==> src/rtl/pbf_pkg.sv <==
package pbf_pkg;
  // Configuration fields held in the control register
  typedef struct packed {
    logic       repeatLast;
    logic       msbFill;
    logic [1:0] clrCnt;
    logic [5:0] trig;
    logic       mono;
    logic       wide;
    logic       drqEn;
  } cfg_t;

  // One-cycle strobes from control to datapath
  typedef struct packed {
    logic push;
    logic pop;
    logic flush;
  } strobe_t;
endpackage

==> src/rtl/pbf_ctrl.sv <==
module pbf_ctrl
  import pbf_pkg::*;
#(
  parameter int DEPTH   = 64,
  parameter int ADDR_W  = 6,
  parameter int LEVEL_W = $clog2(DEPTH + 1)
) (
  input  logic               clk,
  input  logic               rstN,
  input  logic               wrEn,
  input  logic [ADDR_W-1:0]  addr,
  input  logic [31:0]        wrData,
  input  logic               frameReq,
  input  logic [LEVEL_W-1:0] level,
  input  logic               underrunEvt,
  output cfg_t               cfg,
  output strobe_t            stb,
  output logic               drq,
  output logic [31:0]        rdData
);
  localparam logic [ADDR_W-1:0] CTRL_OFS = ADDR_W'(4);
  localparam logic [ADDR_W-1:0] STAT_OFS = ADDR_W'(8);
  localparam logic [ADDR_W-1:0] DATA_OFS = ADDR_W'(12);

  logic flushQ, stickyQ, drqQ;
  logic [LEVEL_W-1:0] freeSpace, clrThr;
  logic wrCtrl, wrStat;
  logic unusedWr;

  assign unusedWr  = ^wrData;
  assign wrCtrl    = wrEn && (addr == CTRL_OFS);
  assign wrStat    = wrEn && (addr == STAT_OFS);
  assign freeSpace = LEVEL_W'(DEPTH) - level;
  assign clrThr    = LEVEL_W'(2) << cfg.clrCnt;

  always_ff @(posedge clk or negedge rstN) begin
    if (!rstN) begin
      cfg    <= '0;
      flushQ <= 1'b0;
    end else begin
      flushQ <= wrCtrl && wrData[0];
      if (wrCtrl) begin
        cfg.drqEn      <= wrData[4];
        cfg.wide       <= wrData[5];
        cfg.mono       <= wrData[6];
        cfg.trig       <= wrData[13:8];
        cfg.clrCnt     <= wrData[22:21];
        cfg.msbFill    <= wrData[24];
        cfg.repeatLast <= wrData[26];
      end
    end
  end

  always_ff @(posedge clk or negedge rstN) begin
    if (!rstN)                          stickyQ <= 1'b0;
    else if (underrunEvt)               stickyQ <= 1'b1;
    else if (wrStat && wrData[7])       stickyQ <= 1'b0;
  end

  always_ff @(posedge clk or negedge rstN) begin
    if (!rstN)                                   drqQ <= 1'b0;
    else if (!cfg.drqEn)                         drqQ <= 1'b0;
    else if (freeSpace < clrThr)                 drqQ <= 1'b0;
    else if (freeSpace >= LEVEL_W'(cfg.trig))    drqQ <= 1'b1;
  end

  assign drq       = drqQ;
  assign stb.push  = wrEn && (addr == DATA_OFS);
  assign stb.pop   = frameReq;
  assign stb.flush = flushQ;

  always_comb begin
    rdData = '0;
    if (addr == CTRL_OFS)
      rdData = {5'b0, cfg.repeatLast, 1'b0, cfg.msbFill, 1'b0, cfg.clrCnt, 7'b0,
                cfg.trig, 1'b0, cfg.mono, cfg.wide, cfg.drqEn, 3'b0, flushQ};
    else if (addr == STAT_OFS)
      rdData = 32'(freeSpace) | (32'(stickyQ) << 7);
  end
endmodule

==> src/rtl/pbf_datapath.sv <==
module pbf_datapath
  import pbf_pkg::*;
#(
  parameter int DEPTH   = 64,
  parameter int PTR_W   = $clog2(DEPTH),
  parameter int LEVEL_W = $clog2(DEPTH + 1)
) (
  input  logic               clk,
  input  logic               rstN,
  input  strobe_t            stb,
  input  cfg_t               cfg,
  input  logic [31:0]        wrData,
  output logic [LEVEL_W-1:0] level,
  output logic [23:0]        outLeft,
  output logic [23:0]        outRight,
  output logic               underrunEvt
);
  logic [23:0] mem [DEPTH];
  logic [PTR_W-1:0] wrPtr, rdPtr, rdPtrNext;
  logic [LEVEL_W-1:0] need, popN;
  logic pushOk, canPop;
  logic [23:0] shaped;
  logic unusedCfg;

  assign unusedCfg = ^{cfg.drqEn, cfg.trig, cfg.clrCnt};
  assign need      = cfg.mono ? LEVEL_W'(1) : LEVEL_W'(2);
  assign pushOk    = stb.push && (level != LEVEL_W'(DEPTH));
  assign canPop    = stb.pop && (level >= need);
  assign popN      = canPop ? need : '0;
  assign rdPtrNext = rdPtr + PTR_W'(1);
  assign underrunEvt = stb.pop && !stb.flush && !canPop;

  always_comb begin
    if (cfg.wide)         shaped = wrData[31:8];
    else if (cfg.msbFill) shaped = {wrData[15:0], {8{wrData[15]}}};
    else                  shaped = {wrData[15:0], 8'h00};
  end

  always_ff @(posedge clk) begin
    if (pushOk && !stb.flush) mem[wrPtr] <= shaped;
  end

  always_ff @(posedge clk or negedge rstN) begin
    if (!rstN) begin
      wrPtr <= '0;
      rdPtr <= '0;
      level <= '0;
    end else if (stb.flush) begin
      wrPtr <= '0;
      rdPtr <= '0;
      level <= '0;
    end else begin
      if (pushOk) wrPtr <= wrPtr + PTR_W'(1);
      rdPtr <= rdPtr + PTR_W'(popN);
      level <= level + LEVEL_W'(pushOk) - popN;
    end
  end

  always_ff @(posedge clk or negedge rstN) begin
    if (!rstN) begin
      outLeft  <= '0;
      outRight <= '0;
    end else if (!stb.flush && stb.pop) begin
      if (canPop) begin
        outLeft  <= mem[rdPtr];
        outRight <= cfg.mono ? mem[rdPtr] : mem[rdPtrNext];
      end else if (!cfg.repeatLast) begin
        outLeft  <= '0;
        outRight <= '0;
      end
    end
  end
endmodule

==> src/rtl/playback_sample_fifo.sv <==
module playback_sample_fifo
  import pbf_pkg::*;
#(
  parameter int DEPTH  = 64,
  parameter int ADDR_W = 6
) (
  input  logic              clk,
  input  logic              rstN,
  input  logic              wrEn,
  input  logic [ADDR_W-1:0] addr,
  input  logic [31:0]       wrData,
  output logic [31:0]       rdData,
  input  logic              frameReq,
  output logic [23:0]       outLeft,
  output logic [23:0]       outRight,
  output logic              drq
);
  localparam int LEVEL_W = $clog2(DEPTH + 1);

  cfg_t cfg;
  strobe_t stb;
  logic [LEVEL_W-1:0] level;
  logic underrunEvt;

  pbf_ctrl #(.DEPTH(DEPTH), .ADDR_W(ADDR_W)) u_ctrl (
    .clk(clk), .rstN(rstN), .wrEn(wrEn), .addr(addr), .wrData(wrData),
    .frameReq(frameReq), .level(level), .underrunEvt(underrunEvt),
    .cfg(cfg), .stb(stb), .drq(drq), .rdData(rdData)
  );

  pbf_datapath #(.DEPTH(DEPTH)) u_dp (
    .clk(clk), .rstN(rstN), .stb(stb), .cfg(cfg), .wrData(wrData),
    .level(level), .outLeft(outLeft), .outRight(outRight),
    .underrunEvt(underrunEvt)
  );
endmodule

==> config.mk <==
export PLATFORM = sky130hd
export DESIGN_NAME = playback_sample_fifo
export DESIGN_NICKNAME = d
export VERILOG_FILES = /design/src/rtl/pbf_pkg.sv /design/src/rtl/pbf_ctrl.sv /design/src/rtl/pbf_datapath.sv /design/src/rtl/playback_sample_fifo.sv
export SDC_FILE = /design/constraint.sdc
export NUM_CORES = 2
export LEC_CHECK = 0
export ABC_CLOCK_PERIOD_IN_PS = 5300
export BUFFER_PORTS_ARGS = -buffer_cell sky130_fd_sc_hd__buf_4
export CAP_MARGIN = 10
export CORE_MARGIN = 10
export CORE_UTILIZATION = 30
export DETAILED_ROUTE_END_ITERATION = 8
export HOLD_SLACK_MARGIN = 0.15
export PLACE_DENSITY = 0.41
export SYNTH_ARGS = -nofsm -noshare
export SYNTH_HDL_FRONTEND = slang
export SYNTH_SLANG_ARGS = --single-unit
==> constraint.sdc <==
create_clock -name clk -period 5.3 [get_ports clk]
set_clock_uncertainty 0.15 [all_clocks]
set_input_delay 0.53 -clock clk [delete_from_list [all_inputs] [get_ports clk]]
set_output_delay 0.53 -clock clk [all_outputs]
set_load 0.02 [all_outputs]
Yosys cells after proc, flatten, opt, wreduce, memory -nomap -nowiden. Memories as Yosys holds them, arrays and structs flattened. Cells that the tools add are included.

Bits in registers: 83. Memory bits (writable): 1536. Output and inout port bits: 81. Word-level logic and storage cells: 69. Memories: 1.

Memories: u_dp.mem (depth 64, bits a word 24, read ports 2, clocked after memory_dff 0, wr ports 1, line pbf_datapath.sv:18) `logic [23:0] mem [DEPTH];`.

Add/sub/neg operators: 6. Order comparisons: 3. Eq/ne operators: 6. Shift operators: 1. Muxes and demuxes: 21. Bitwise operators: 1. Reductions and logical operators: 15.

Operator list (count): $mux W24 (5); $mux W32 (2); $mux W6 (3); $mux W7 (2); $add A6 B1 Y6 const B (2); $eq A6 B4 Y1 const B (2); $logic_and A1 B1 Y1 (10); $mux W8 (1); $or A7 B8 Y8 (1); $add A7 B1 Y7 (1); $ge A7 B6 Y1 (1); $ge A7 B7 Y1 (1); $lt A7 B7 Y1 (1); $mux W1 (7); $ne A7 B7 Y1 const B (1); $shl A2 B2 Y7 const A (1); $sub A7 B7 Y7 (1); $sub A7 B7 Y7 const A (1); $add A6 B6 Y6 (1); $eq A6 B3 Y1 const B (1); $reduce_bool A2 Y1 (2); $ne A3 B3 Y1 const B (1); $logic_not A1 Y1 (2); $mux W2 (1); other kinds (2) (2).

Depth between registers and ports, before layout.
Word-level depth: 6. Gate-level depth with buffers: 17. Depth with buffers taken out: 17.

By module. A second synthesis with hierarchy kept.

Cell total of the unflattened synthesis: 4190. Area total of the unflattened synthesis: 76493.4 µm².

Modules (own cells, without submodules): pbf_datapath (times used 1, cells each 4069, area each 75213.4 µm², sequential area each 47800.8 µm²); pbf_ctrl (times used 1, cells each 121, area each 1280.0 µm², sequential area each 400.4 µm²).

Worst setup path after synthesis. Ideal clock, no wire load.

Path kind: input to register. From: input port addr[1]. To: memory u_dp.mem[57][0], enable pin. Library setup time: 0.405 ns. Arrival: 3.020 ns. Required time: 4.745 ns. Slack: 1.725 ns. Stages on the path: 7. Buffers on the path: 1. Path through: or4_4 nor2_1 o2111a_1 buf_4 nor2b_1 nand3_1 nor2_1.

Cells in the longest elaborated chain, start to end: 6.

RTL lines: start, declared (line playback_sample_fifo.sv:10) `input logic [ADDR_W-1:0] addr,`; $eq A6 B4 Y1 (line pbf_ctrl.sv:68) `assign stb.push = wrEn && (addr == DATA_OFS);`; $logic_and A1 B1 Y1 (line pbf_ctrl.sv:68); $logic_and A1 B1 Y1 (line pbf_datapath.sv:27) `assign pushOk = stb.push && (level != LEVEL_W'(DEPTH));`; $logic_and A1 B1 Y1 (line pbf_datapath.sv:40) `if (pushOk && !stb.flush) mem[wrPtr] <= shaped;`; $mux W1 (line pbf_datapath.sv:40); $mux W1 (implied by the code) (line pbf_datapath.sv:40); end, declared (line pbf_datapath.sv:18).

Every way passes these cells.

Worst setup path in the final report.
From: register u_dp.rdPtr[0]. To: register u_dp.outRight[10].

Cells in the longest elaborated chain, start to end: 4.

RTL lines: start, declared (line pbf_datapath.sv:19) `logic [PTR_W-1:0] wrPtr, rdPtr, rdPtrNext;`; start signal, assigned (line pbf_datapath.sv:54) `rdPtr <= rdPtr + PTR_W'(popN);`; $add A6 B1 Y6 (line pbf_datapath.sv:30) `assign rdPtrNext = rdPtr + PTR_W'(1);`; $mem_v2 Z64 W24 *; $mux W24 * (line pbf_datapath.sv:66) `outRight <= cfg.mono ? mem[rdPtr] : mem[rdPtrNext];`; $mux W24 * (line pbf_datapath.sv:64) `if (canPop) begin`; end signal, assigned (line pbf_datapath.sv:66); end, declared (line pbf_datapath.sv:15) `output logic [23:0] outRight,`.

Every way passes the cells marked *; elsewhere a longest branch is shown, timed or not. A chain may end at the register's enable or synchronous reset.

==> results.json <==
{
  "result_of_the_run": "finished, final reports clean",
  "finalMaxSlewViolations": 0,
  "h-tree-depth": 4,
  "synth.yosys.seq_area_share": 0.625,
  "worst_ep_required_time_ps": 5870,
  "length_of_the_first_detailed_routing_pass_in_iterations": 5,
  "worst_slack_ps": 1040,
  "timing.setup.tns_ps": 0,
  "power.share.combinational": 0.503,
  "synth_enable_flop_cells": 1536,
  "critPathMaxStageDelay_ps": 1000,
  "via_per_inst": 5.63,
  "power_mw": 56.7,
  "antenna_left": 0,
  "overflow": 0,
  "worst_r2r_startpoint": "u_dp.rdPtr[0]",
  "grt_start_max_net_pins": 107,
  "path_max_fanout": 17,
  "grt.total_usage": 0.206,
  "count_of_buffers_inserted_at_the_top_level_ports": 108,
  "worstMarginPinSlew_ps": 1320,
  "tritoncts": "yes",
  "cts_post_setup_buffers_inserted": 0,
  "clockRootBuffer": "sky130_fd_sc_hd__clkbuf_16",
  "die_h_um": 527,
  "asyncSetResetFlopFracSynth": 0.0513,
  "grt_antenna_before_repair": 18,
  "endpoint_kind": "flip-flop",
  "final_layout_size_suffix_gt1_frac": 0.294,
  "worst_r2r_end": "u_dp.outRight[10]",
  "dominantRegCellSynth": "sky130_fd_sc_hd__edfxtp_1",
  "seq_power_share": 0.267,
  "cts.path.max_buffers": 3,
  "path_delay_family": "compound AO/OA/AOI/OAI gates",
  "cts.clk_slew.worst_paths_ps": 60,
  "synthDominantCellAreaShare": 0.598,
  "detailed_place_hpwl_um": 186000,
  "drv.max_cap_violation_count": 0,
  "final_setup_vio_count": 0,
  "floorplan.initialDensity": 0.301,
  "dr.first_iter.drc_count": 5073,
  "synth_largest_area_cell": "sky130_fd_sc_hd__edfxtp_1",
  "final-hold-violation-count": 0,
  "die_area_um2": 278000,
  "vdd_ir_drop_max_mv": 0.543,
  "most-common-layout-cells": "1536 x sky130_fd_sc_hd__edfxtp_1, 616 x sky130_fd_sc_hd__mux4_2, 435 x sky130_fd_sc_hd__nand2_1, 326 x sky130_fd_sc_hd__mux2i_1, 321 x sky130_fd_sc_hd__buf_4",
  "synth_cell_types": 79,
  "post_synthesis_instance_area_um2": 77100,
  "power.static_leakage_nw": 29.5,
  "floorplan.die.width_um": 527,
  "crit_arrival_ps": 4830,
  "synthesis.area_per_instance_um2": 16.9,
  "wirelength_um": 295000,
  "ff2ff_path_depth": 8,
  "internal-power_mw": 33.3,
  "area.growth.synth_to_final_pct": 16.0,
  "wl_per_cell_um": 35.4,
  "switching_share": 0.413,
  "fin_crit_ps": 4260,
  "achievable-frequency_mhz": 235,
  "critical_path_buf_inv_count": 1,
  "grt_pass1_wl_um": 404000,
  "boundaryPins": 123,
  "layout_commonest_cell": "sky130_fd_sc_hd__edfxtp_1",
  "path_cells": "ha_4, xnor2_4, nor2_1, a22oi_1, a21boi_0, o21ai_0, buf_4, nand4_1",
  "yosys_warn_count": 0,
  "ys_ff_latch": 1619,
  "clock_insertion_delay_worst_skew_ps": 860,
  "first_global_vias": 47100,
  "final_worst_path_cycle_share": 0.804,
  "worst-r2r-setup-slack_ps": 1040,
  "gate_count_after_technology_mapping": 4553,
  "tritoncts_num_sinks": 1619,
  "floorplan.rows": 186,
  "dr_total_vias": 46900,
  "grt_setup_unrepaired": "false",
  "tightest_hold_check_type": "input pin to asynchronous set/reset pin",
  "max-slew-margin-rel": 0.121,
  "gp_routability_congestion": 0.814,
  "detailedPlace.worstSlack_ps": 863,
  "layout.filler_cells": 24400,
  "core-area_um2": 256000,
  "path_class": "flip-flop to flip-flop",
  "numCtsBuffers": 185,
  "remaining_drc_errors": 0,
  "worst_path_max_delay_cell": "sky130_fd_sc_hd__xnor2_4",
  "post_synth_main_area_contributors": "sky130_fd_sc_hd__edfxtp_1 60%, sky130_fd_sc_hd__mux4_2 18%, sky130_fd_sc_hd__mux2i_1 4.2%, sky130_fd_sc_hd__dfrtp_1 2.7%, sky130_fd_sc_hd__nand2_1 2.2%",
  "hold_ws_ps": 241,
  "power.clock.fraction": 0.230,
  "pwr_per_cell_area_nw_per_um2": 633,
  "p_sw_mw": 23.4,
  "critical_path.startpoint_type": "flip-flop",
  "nets": 4846
}
-- worst reg2reg max path, cell delays in order (launching register included) --
cell	delay, ps
sky130_fd_sc_hd__dfrtp_4	690
sky130_fd_sc_hd__ha_4	350
sky130_fd_sc_hd__xnor2_4	1000
sky130_fd_sc_hd__nor2_1	550
sky130_fd_sc_hd__a22oi_1	420
sky130_fd_sc_hd__a21boi_0	210
sky130_fd_sc_hd__o21ai_0	450
sky130_fd_sc_hd__buf_4	230
sky130_fd_sc_hd__nand4_1	100
-- Yosys cell counts (7+ instances only) --
cell type / n
sky130_fd_sc_hd__edfxtp_1: 1536
sky130_fd_sc_hd__mux4_2: 616
sky130_fd_sc_hd__nand2_1: 442
sky130_fd_sc_hd__mux2i_1: 326
sky130_fd_sc_hd__nand3_1: 238
sky130_fd_sc_hd__nor2_1: 158
sky130_fd_sc_hd__buf_2: 126
sky130_fd_sc_hd__clkbuf_1: 98
sky130_fd_sc_hd__dfrtp_1: 83
sky130_fd_sc_hd__a221oi_1: 70
sky130_fd_sc_hd__a21oi_1: 68
sky130_fd_sc_hd__buf_4: 67
sky130_fd_sc_hd__o21ai_1: 67
sky130_fd_sc_hd__nor3_1: 54
sky130_fd_sc_hd__a221o_1: 46
sky130_fd_sc_hd__a221oi_2: 38
sky130_fd_sc_hd__buf_6: 33
sky130_fd_sc_hd__o21ai_0: 33
sky130_fd_sc_hd__buf_1: 30
sky130_fd_sc_hd__ha_1: 29
sky130_fd_sc_hd__mux2_2: 29
sky130_fd_sc_hd__a22oi_1: 24
sky130_fd_sc_hd__nand4_1: 24
sky130_fd_sc_hd__o221ai_1: 22
sky130_fd_sc_hd__a211oi_1: 20
sky130_fd_sc_hd__and2_1: 20
sky130_fd_sc_hd__nand2b_1: 20
sky130_fd_sc_hd__xnor2_1: 18
sky130_fd_sc_hd__inv_1: 15
sky130_fd_sc_hd__and4_1: 14
sky130_fd_sc_hd__nor2b_1: 14
sky130_fd_sc_hd__nor3_2: 13
sky130_fd_sc_hd__or2_1: 11
sky130_fd_sc_hd__o31ai_1: 10
sky130_fd_sc_hd__o31ai_2: 9
sky130_fd_sc_hd__a31oi_1: 8
sky130_fd_sc_hd__a32oi_1: 8
sky130_fd_sc_hd__or2_2: 8
sky130_fd_sc_hd__nor4_1: 7
-- timing repair --
| item | CTS | global route |
|---|---|---|
| endpoints found under the hold margin | 61 | 0 |
| hold buffers | 20 | 0 |
| gates resized for setup | 0 | 0 |
-- final cells by class --
class,count,area [um^2],area share
clock buffer,253,5090,0.0569
tap,3384,4230,0.0473
inverter,19,78.8,0.000881
clock inverter,93,1020,0.0114
timing repair buffer,382,3430,0.0383
antenna,9,22.5,0.000252
multi-input combinational,2566,27400,0.306
sequential,1619,48200,0.539
-- worst max path at each step --
stage               cells after the start           from                end
detailed placement                      9        addr[1]    u_dp.mem[59][4]
CTS                                     8  u_dp.rdPtr[0]  u_dp.outRight[10]
floorplan                               7        addr[1]    u_dp.mem[57][0]
finish                                  8  u_dp.rdPtr[0]  u_dp.outRight[10]
global placement                        9        addr[1]    u_dp.mem[59][1]
global route                            8  u_dp.rdPtr[0]  u_dp.outRight[10]
-- stage by stage --
stage / cell area, um^2 / instances / utilization
5_1_grt: 89500 / 8319 / 0.349
6_report: 89500 / 8325 / 0.349
3_5_place_dp: 83200 / 7949 / 0.324
3_3_place_gp: 83200 / 7949 / 0.324
2_1_floorplan: 77200 / 4566 / -
4_1_cts: 89500 / 8315 / 0.349
-- per-layer routing --
layer / global-route usage / routed length [um]
met4: 0.0629 / 9400
met1: 0.280 / 126000
met2: 0.341 / 142000
met5: 0 / 26
met3: 0.0332 / 18000
-- state kept, by name (all words and copies together) (netlist names) --
| name | flops |
|---|---|
| u_dp.outLeft | 24 |
| u_dp.level | 7 |
| u_dp.wrPtr | 6 |
| u_ctrl.cfg | 13 |
| u_ctrl.stickyQ | 1 |
| u_dp.outRight | 24 |
| u_ctrl.drq | 1 |
| u_ctrl.flushQ | 1 |
| u_dp.rdPtr | 6 |
| u_dp.mem | 1536 |
-- kinds of logic (layout without fill, tap and decap cells) --
logic type | Yosys count | in the layout | share of synthesized area
flops | 1619 | 1619 | 0.625
simple gates | 1041 | 1041 | 0.0619
mux | 971 | 971 | 0.226
compound gates | 482 | 482 | 0.0498
buf+inv | 381 | 747 | 0.0284
fa+ha+maj | 31 | 31 | 0.00522
xor+xnor | 27 | 27 | 0.00336
other cells | 1 | 23 | 0.0000486
-- power groups by stage --
stage               Clock [mW]  Combinational [mW]  Sequential (mW)
floorplan                    0                18.2             15.2
global placement             0                28.8             15.4
detailed placement           0                28.7             15.4
CTS                       13.4                28.8             15.1
global route              13.9                30.2             15.1
finish                    13.0                28.5             15.1
No activity file was read; power rests on OpenSTA's default activity.
